File: config.mk
export PLATFORM = sky130hd
export DESIGN_NAME = buck_ctl_i2c_target
export DESIGN_NICKNAME = d
export VERILOG_FILES = /design/src/rtl/buck_ctl_i2c_pkg.sv /design/src/rtl/buck_ctl_i2c_sync.sv /design/src/rtl/buck_ctl_i2c_link.sv /design/src/rtl/buck_ctl_i2c_regs.sv /design/src/rtl/buck_ctl_i2c_target.sv
export SDC_FILE = /design/constraint.sdc
export NUM_CORES = 1
export LEC_CHECK = 0
export ABC_AREA = 1
export CELL_PAD_IN_SITES_DETAIL_PLACEMENT = 1
export CELL_PAD_IN_SITES_GLOBAL_PLACEMENT = 2
export CORE_MARGIN = 5
export CORE_UTILIZATION = 36
export CTS_CLUSTER_DIAMETER = 120
export DETAILED_ROUTE_END_ITERATION = 12
export HOLD_SLACK_MARGIN = 0.06
export PLACE_DENSITY_LB_ADDON = 0.08
export SLEW_MARGIN = 20
export SYNTH_ARGS = -nofsm -noshare
export SYNTH_HDL_FRONTEND = slang
export SYNTH_SLANG_ARGS = --single-unit
File: constraint.sdc
create_clock -name clk_i -period 3.2 [get_ports clk_i]
set_input_delay 0.8 -clock clk_i [delete_from_list [all_inputs] [get_ports clk_i]]
set_output_delay 0.8 -clock clk_i [all_outputs]
set_load 0.01 [all_outputs]
File: src/rtl/buck_ctl_i2c_pkg.sv
package buck_ctl_i2c_pkg;
  localparam int unsigned BYTE_W = 8;
  localparam int unsigned NUM_REGS = 6;
  localparam logic [7:0] IDX_SET0 = 8'h00;
  localparam logic [7:0] IDX_SET1 = 8'h01;
  localparam logic [7:0] IDX_CTRL = 8'h02;
  localparam logic [7:0] IDX_ID_A = 8'h03;
  localparam logic [7:0] IDX_ID_B = 8'h04;
  localparam logic [7:0] IDX_MON  = 8'h05;
  localparam logic [7:0] ID_A_VAL = 8'h81;
  localparam logic [7:0] ID_B_VAL = 8'h08;
  localparam logic [7:0] CTRL_DEF = 8'h82;
  localparam int unsigned CTRL_SRST_BIT = 2;
  localparam logic [4:0] HS_CODE_TOP = 5'b00001;

  typedef enum logic [2:0] {
    ST_IDLE, ST_ADDR, ST_INDEX, ST_WDATA, ST_ACK, ST_RDATA, ST_MACK, ST_SKIP
  } link_st_e;
endpackage

File: src/rtl/buck_ctl_i2c_sync.sv
module buck_ctl_i2c_sync #(
  parameter int unsigned STAGES = 2
) (
  input  logic clk_i,
  input  logic rst_ni,
  input  logic scl_i,
  input  logic sda_i,
  output logic scl_o,
  output logic sda_o,
  output logic rise_o,
  output logic fall_o,
  output logic start_o,
  output logic stop_o
);
  logic [STAGES-1:0] scl_sh, sda_sh;
  logic scl_q, sda_q;

  always_ff @(posedge clk_i or negedge rst_ni) begin
    if (!rst_ni) begin
      scl_sh <= '1;
      sda_sh <= '1;
      scl_q  <= 1'b1;
      sda_q  <= 1'b1;
    end else begin
      scl_sh <= {scl_sh[STAGES-2:0], scl_i};
      sda_sh <= {sda_sh[STAGES-2:0], sda_i};
      scl_q  <= scl_sh[STAGES-1];
      sda_q  <= sda_sh[STAGES-1];
    end
  end

  assign scl_o   = scl_sh[STAGES-1];
  assign sda_o   = sda_sh[STAGES-1];
  assign rise_o  = scl_o & ~scl_q;
  assign fall_o  = ~scl_o & scl_q;
  // SDA edge while SCL holds high
  assign start_o = scl_o & scl_q & sda_q & ~sda_o;
  assign stop_o  = scl_o & scl_q & ~sda_q & sda_o;
endmodule

File: src/rtl/buck_ctl_i2c_link.sv
module buck_ctl_i2c_link
  import buck_ctl_i2c_pkg::*;
#(
  parameter logic [7:0] DEV_ADDR = 8'hA4
) (
  input  logic             clk_i,
  input  logic             rst_ni,
  input  logic             sda_i,
  input  logic             rise_i,
  input  logic             fall_i,
  input  logic             start_i,
  input  logic             stop_i,
  input  logic [BYTE_W-1:0] rd_data_i,
  output logic             wr_en_o,
  output logic [BYTE_W-1:0] idx_o,
  output logic [BYTE_W-1:0] wr_data_o,
  output logic             rd_take_o,
  output logic             sda_pd_o
);
  localparam int unsigned CNT_W = $clog2(BYTE_W + 1);
  localparam logic [CNT_W-1:0] FULL = CNT_W'(BYTE_W);
  localparam logic [CNT_W-1:0] LAST = CNT_W'(BYTE_W - 1);

  link_st_e st, nxt;
  logic [CNT_W-1:0] cnt;
  logic [BYTE_W-1:0] sh, tx, idx;
  logic mack;
  logic addr_hit, hs_code;

  assign addr_hit = (sh[7:1] == DEV_ADDR[7:1]);
  assign hs_code  = (sh[7:3] == HS_CODE_TOP);

  always_ff @(posedge clk_i or negedge rst_ni) begin
    if (!rst_ni) begin
      st        <= ST_IDLE;
      nxt       <= ST_IDLE;
      cnt       <= '0;
      sh        <= '0;
      tx        <= '0;
      idx       <= '0;
      mack      <= 1'b1;
      wr_en_o   <= 1'b0;
      rd_take_o <= 1'b0;
    end else begin
      wr_en_o   <= 1'b0;
      rd_take_o <= 1'b0;
      if (stop_i) begin
        st <= ST_IDLE;
      end else if (start_i) begin
        st  <= ST_ADDR;
        cnt <= '0;
      end else begin
        unique case (st)
          ST_ADDR, ST_INDEX, ST_WDATA: begin
            if (rise_i && cnt < FULL) begin
              sh  <= {sh[BYTE_W-2:0], sda_i};
              cnt <= cnt + 1'b1;
            end else if (fall_i && cnt == FULL) begin
              if (st == ST_ADDR) begin
                if (addr_hit && !hs_code) begin
                  st  <= ST_ACK;
                  nxt <= sh[0] ? ST_RDATA : ST_INDEX;
                end else begin
                  st <= ST_SKIP;
                end
              end else if (st == ST_INDEX) begin
                idx <= sh;
                st  <= ST_ACK;
                nxt <= ST_WDATA;
              end else begin
                wr_en_o <= 1'b1;
                st      <= ST_ACK;
                nxt     <= ST_SKIP;
              end
            end
          end
          ST_ACK: begin
            if (fall_i) begin
              st  <= nxt;
              cnt <= '0;
              if (nxt == ST_RDATA) begin
                tx        <= rd_data_i;
                rd_take_o <= 1'b1;
              end
            end
          end
          ST_RDATA: begin
            if (fall_i) begin
              if (cnt == LAST) begin
                st <= ST_MACK;
              end else begin
                tx  <= {tx[BYTE_W-2:0], 1'b0};
                cnt <= cnt + 1'b1;
              end
            end
          end
          ST_MACK: begin
            if (rise_i) mack <= sda_i;
            else if (fall_i) begin
              if (!mack) begin
                st        <= ST_RDATA;
                cnt       <= '0;
                tx        <= rd_data_i;
                rd_take_o <= 1'b1;
              end else begin
                st <= ST_SKIP;
              end
            end
          end
          default: ;
        endcase
      end
    end
  end

  assign idx_o     = idx;
  assign wr_data_o = sh;
  assign sda_pd_o  = (st == ST_ACK) || (st == ST_RDATA && !tx[BYTE_W-1]);
endmodule

File: src/rtl/buck_ctl_i2c_regs.sv
module buck_ctl_i2c_regs
  import buck_ctl_i2c_pkg::*;
#(
  parameter logic [6:0] CODE0 = 7'd40,
  parameter logic [6:0] CODE1 = 7'd88
) (
  input  logic             clk_i,
  input  logic             rst_ni,
  input  logic             wr_en_i,
  input  logic [BYTE_W-1:0] idx_i,
  input  logic [BYTE_W-1:0] wr_data_i,
  input  logic             rd_take_i,
  input  logic [6:0]       stat_i,
  output logic [BYTE_W-1:0] rd_data_o,
  output logic [BYTE_W-1:0] set0_o,
  output logic [BYTE_W-1:0] set1_o,
  output logic [BYTE_W-1:0] ctrl_o
);
  localparam logic [7:0] SET0_DEF = {1'b1, CODE0};
  localparam logic [7:0] SET1_DEF = {1'b1, CODE1};

  logic [7:0] set0, set1, ctrl;
  logic rst_flag;

  always_ff @(posedge clk_i or negedge rst_ni) begin
    if (!rst_ni) begin
      set0     <= SET0_DEF;
      set1     <= SET1_DEF;
      ctrl     <= CTRL_DEF;
      rst_flag <= 1'b0;
    end else if (wr_en_i) begin
      unique case (idx_i)
        IDX_SET0: set0 <= wr_data_i;
        IDX_SET1: set1 <= wr_data_i;
        IDX_CTRL: begin
          if (wr_data_i[CTRL_SRST_BIT]) begin
            set0     <= SET0_DEF;
            set1     <= SET1_DEF;
            ctrl     <= CTRL_DEF;
            rst_flag <= 1'b1;
          end else begin
            ctrl <= {wr_data_i[7:4], 2'b00, wr_data_i[1:0]};
          end
        end
        default: ;
      endcase
    end else if (rd_take_i && idx_i == IDX_MON) begin
      rst_flag <= 1'b0;
    end
  end

  always_comb begin
    unique case (idx_i)
      IDX_SET0: rd_data_o = set0;
      IDX_SET1: rd_data_o = set1;
      IDX_CTRL: rd_data_o = ctrl;
      IDX_ID_A: rd_data_o = ID_A_VAL;
      IDX_ID_B: rd_data_o = ID_B_VAL;
      IDX_MON:  rd_data_o = {stat_i[6:2], rst_flag, stat_i[1:0]};
      default:  rd_data_o = '0;
    endcase
  end

  assign set0_o = set0;
  assign set1_o = set1;
  assign ctrl_o = ctrl;
endmodule

File: src/rtl/buck_ctl_i2c_target.sv
module buck_ctl_i2c_target
  import buck_ctl_i2c_pkg::*;
#(
  parameter logic [7:0] DEV_ADDR = 8'hA4,
  parameter logic [6:0] CODE0    = 7'd40,
  parameter logic [6:0] CODE1    = 7'd88,
  parameter int unsigned SYNC_STAGES = 2
) (
  input  logic       clk_i,
  input  logic       rst_ni,
  input  logic       scl_i,
  input  logic       sda_i,
  input  logic [6:0] stat_i,
  output logic       sda_pd_o,
  output logic [7:0] set0_o,
  output logic [7:0] set1_o,
  output logic [7:0] ctrl_o
);
  logic scl_s, sda_s, scl_rise, scl_fall, start_d, stop_d;
  logic wr_en, rd_take;
  logic [BYTE_W-1:0] reg_idx, wr_data, rd_data;

  buck_ctl_i2c_sync #(.STAGES(SYNC_STAGES)) i_sync (
    .clk_i   (clk_i),
    .rst_ni  (rst_ni),
    .scl_i   (scl_i),
    .sda_i   (sda_i),
    .scl_o   (scl_s),
    .sda_o   (sda_s),
    .rise_o  (scl_rise),
    .fall_o  (scl_fall),
    .start_o (start_d),
    .stop_o  (stop_d)
  );

  buck_ctl_i2c_link #(.DEV_ADDR(DEV_ADDR)) i_link (
    .clk_i     (clk_i),
    .rst_ni    (rst_ni),
    .sda_i     (sda_s),
    .rise_i    (scl_rise),
    .fall_i    (scl_fall),
    .start_i   (start_d),
    .stop_i    (stop_d),
    .rd_data_i (rd_data),
    .wr_en_o   (wr_en),
    .idx_o     (reg_idx),
    .wr_data_o (wr_data),
    .rd_take_o (rd_take),
    .sda_pd_o  (sda_pd_o)
  );

  buck_ctl_i2c_regs #(.CODE0(CODE0), .CODE1(CODE1)) i_regs (
    .clk_i     (clk_i),
    .rst_ni    (rst_ni),
    .wr_en_i   (wr_en),
    .idx_i     (reg_idx),
    .wr_data_i (wr_data),
    .rd_take_i (rd_take),
    .stat_i    (stat_i),
    .rd_data_o (rd_data),
    .set0_o    (set0_o),
    .set1_o    (set1_o),
    .ctrl_o    (ctrl_o)
  );
endmodule

==> impl_metrics.tcl <==
set metrics [dict create \
    hold_class "flop to flop" \
    drt_iter0_drc 114 \
    synth.distinct_cells 38 \
    grt_pass1_wl_um 16600 \
    ios 36 \
    yosysWarningCount 0 \
    vias 3024 \
    hold_violations 0 \
    p_seq_frac 0.405 \
    coreArea_mm2 0.009639 \
    first_global_vias 3182 \
    power.density_mw_per_mm2 626.0 \
    place_ws_ns 1.038 \
    dpl.hpwl_um 7516 \
    cp_max_fo 7 \
    synthCells 446 \
    power.switching_mw 0.9609 \
    place_congestion 0.8536 \
    synth_common_cells "131 x nand2_1, 50 x dfrtp_1, 39 x o21ai_0, 37 x nor2_1, 36 x inv_1" \
    drive_gt1_frac 0.1721 \
    clock_path_buffers 2 \
    worst_pin_slew_ns 0.8493 \
    wire_per_inst_um 16.01 \
    fin_nets 497 \
    min_period_ns 2.508 \
    fmax_mhz 398.6 \
    synth.most_common_cell "nand2_1" \
    syn-cell-area_mm2 0.003515 \
    synth_edf_count 0 \
    synth_top_cells_by_area "dfrtp_1 36%, nand2_1 14%, dfstp_2 12%" \
    p_int_mw 1.652 \
    startpoint_type "flop" \
    rows 36 \
    diodes 0 \
    cp.required_ns 2.40 \
    dpl.cell_count 605 \
    endpoint_kind "output port" \
    clock_latency_ns 0.34 \
    die_h_um 108.8 \
    netlist.area_leader.share 0.3560 \
    fin_crit_sh 0.7839 \
    clk_pin_slew_ns 0.07 \
    final-max-slew-violation-count 0 \
    antenna_found_initial 0 \
    grt_max_degree 67 \
    switching_share 0.3678 \
    yosysTopAreaCell "dfrtp_1" \
    fin_skew_ns 0.007068 \
    crit_arrival_ns 1.71 \
    power_mw 2.613 \
    numCtsBuffers 9 \
    clock-sinks 66 \
    ys_ff_latch 66 \
    drc_errors 0 \
    htree_levels 3 \
    slew_headroom 0.4338 \
    cts_tree "built" \
    fin_ws_ns 0.6915 \
    die-area_mm2 0.01184 \
    total_leakage_power_nw 1.843 \
    gr-total-overflow 0 \
    drv_cap 0 \
    setup_viol 0 \
    via_per_inst 4.870 \
    rsz0062_at_grt "no" \
    ys_seq_area_frac 0.4756 \
    layout.cells.non_filler 621 \
    ant_nets 0 \
    syn2layout_area_growth_pct 18.76 \
    clockPowerShare 0.303 \
    ctsResizeCount 0 \
    routed_wl_um 9942 \
    post_cts_buffers 0 \
    peakVddDrop_v 0.0002625 \
    initial_core_util 0.3646 \
    tns_ns 0 \
    async_flop_share 1.000 \
    track_usage 0.1831 \
    first_pass_iters 4 \
    cts-root-buf "clkbuf_8" \
    portBuffers 33 \
    critical_path_class "flop to output port" \
    ys.flop_type "dfrtp_1" \
    status "complete, no violations" \
    ctsHoldBuffers 0 \
    die_x_um 108.8 \
    avgSynthCellArea_um2 7.880 \
    whs_ns 0.3596 \
    combinationalPowerShare 0.292 \
]
layer usage:
metal	vias to the layer above	wire, um	GRT usage
li1	1514	-	-
met1	1456	4980	0.2545
met2	42	4452	0.2846
met3	12	326	0.03197
met4	0	182	0.07124
met5	-	0	0
power groups by stage:
stage                     combinational [mW]  sequential, mW  clock (mW)
after floorplan                        0.616            1.03           0
after global placement                 0.760            1.07           0
after detailed placement               0.773            1.08           0
after CTS                              0.777            1.06       0.814
after global routing                   0.877            1.08       0.851
final                                  0.763            1.06       0.791
cell families (layout without fill, tap and decap cells):
family,Yosys count,after routing,synth area share
AO/OA/AOI/OAI,72,72,0.1207
XOR/XNOR,2,2,0.004985
adder cells (fa/ha/maj),2,2,0.007119
buffers and inverters,55,96,0.06906
flip-flops,66,66,0.4756
other,1,2,0.001067
AND/OR/NAND/NOR,248,248,0.3215
flip-flops by register name (all words and copies together), names as in the netlist:
register,cells
i_sync.sda_q,1
i_sync.scl_sh,2
i_sync.scl_q,1
i_link.cnt,4
i_link.wr_data_o,8
i_link.st,3
i_link.mack,1
i_link.idx_o,8
i_regs.ctrl_o,6
i_regs.rst_flag,1
i_sync.sda_sh,2
i_regs.set0_o,8
i_regs.set1_o,8
i_link.nxt,3
i_link.tx,8
i_link.rd_take_o,1
i_link.wr_en_o,1
placed cells by master (no fill, tap or decap), types with 2 or more instances in the layout:
cell type | synthesis | layout
clkdlybuf4s50_1 | 0 | 32
clkinv_4 | 0 | 2
nor3_1 | 11 | 11
conb_1 | 1 | 2
nand2_1 | 131 | 131
dfstp_2 | 16 | 16
nand3_1 | 32 | 32
o211ai_1 | 2 | 2
clkbuf_8 | 0 | 9
nor2_1 | 37 | 37
clkinv_2 | 1 | 2
inv_1 | 36 | 36
nand2_2 | 10 | 10
nand4_1 | 6 | 6
nor2_2 | 9 | 9
nor2_4 | 6 | 6
inv_2 | 8 | 8
o21ai_0 | 39 | 39
a21oi_2 | 4 | 4
a21oi_1 | 10 | 10
ha_1 | 2 | 2
bufinv_16 | 0 | 2
dfrtp_1 | 50 | 50
o21ai_2 | 8 | 8
o21ai_1 | 4 | 4
nand2_4 | 2 | 2
stage by stage:
stage	utilization	area [um^2]
floorplan	-	3518
global placement	0.4099	3951
detailed placement	0.4099	3951
CTS	0.4322	4167
global route	0.4330	4174
finish	0.4330	4174
critical path, stage by stage (launching register included):
cell,delay (ns)
dfrtp_1,0.47
inv_2,0.12
nand2_2,0.10
a21oi_1,0.13
clkdlybuf4s50_1,0.55
area by class of cell:
cell class,instances,area [um^2]
Inverter,46,176.4
Clock inverter,6,91.34
Tap cell,133,166.4
Clock buffer,9,123.9
Sequential cell,66,1672
Fill cell,1236,5465
Timing Repair Buffer,35,340.3
Multi-Input combinational cell,326,1604
path summary, 6_finish.rpt:
| path | from | end | slack (ns) | cells past startpoint |
|---|---|---|---|---|
| max | i_link.st[1] | sda_pd_o | 0.69 | 4 |
| min | i_sync.scl_sh[0] | i_sync.scl_sh[1] | 0.36 | 0 |
| max reg2reg | i_sync.scl_sh[1] | i_link.st[0] | 1.27 | 9 |
| min reg2reg | i_sync.scl_sh[0] | i_sync.scl_sh[1] | 0.36 | 0 |
| max in group asynchronous | rst_ni | i_link.rd_take_o | 2.00 | 2 |
| min in group asynchronous | rst_ni | i_regs.ctrl_o[5] | 0.63 | 2 |
Power figures use the tool's default switching activity.
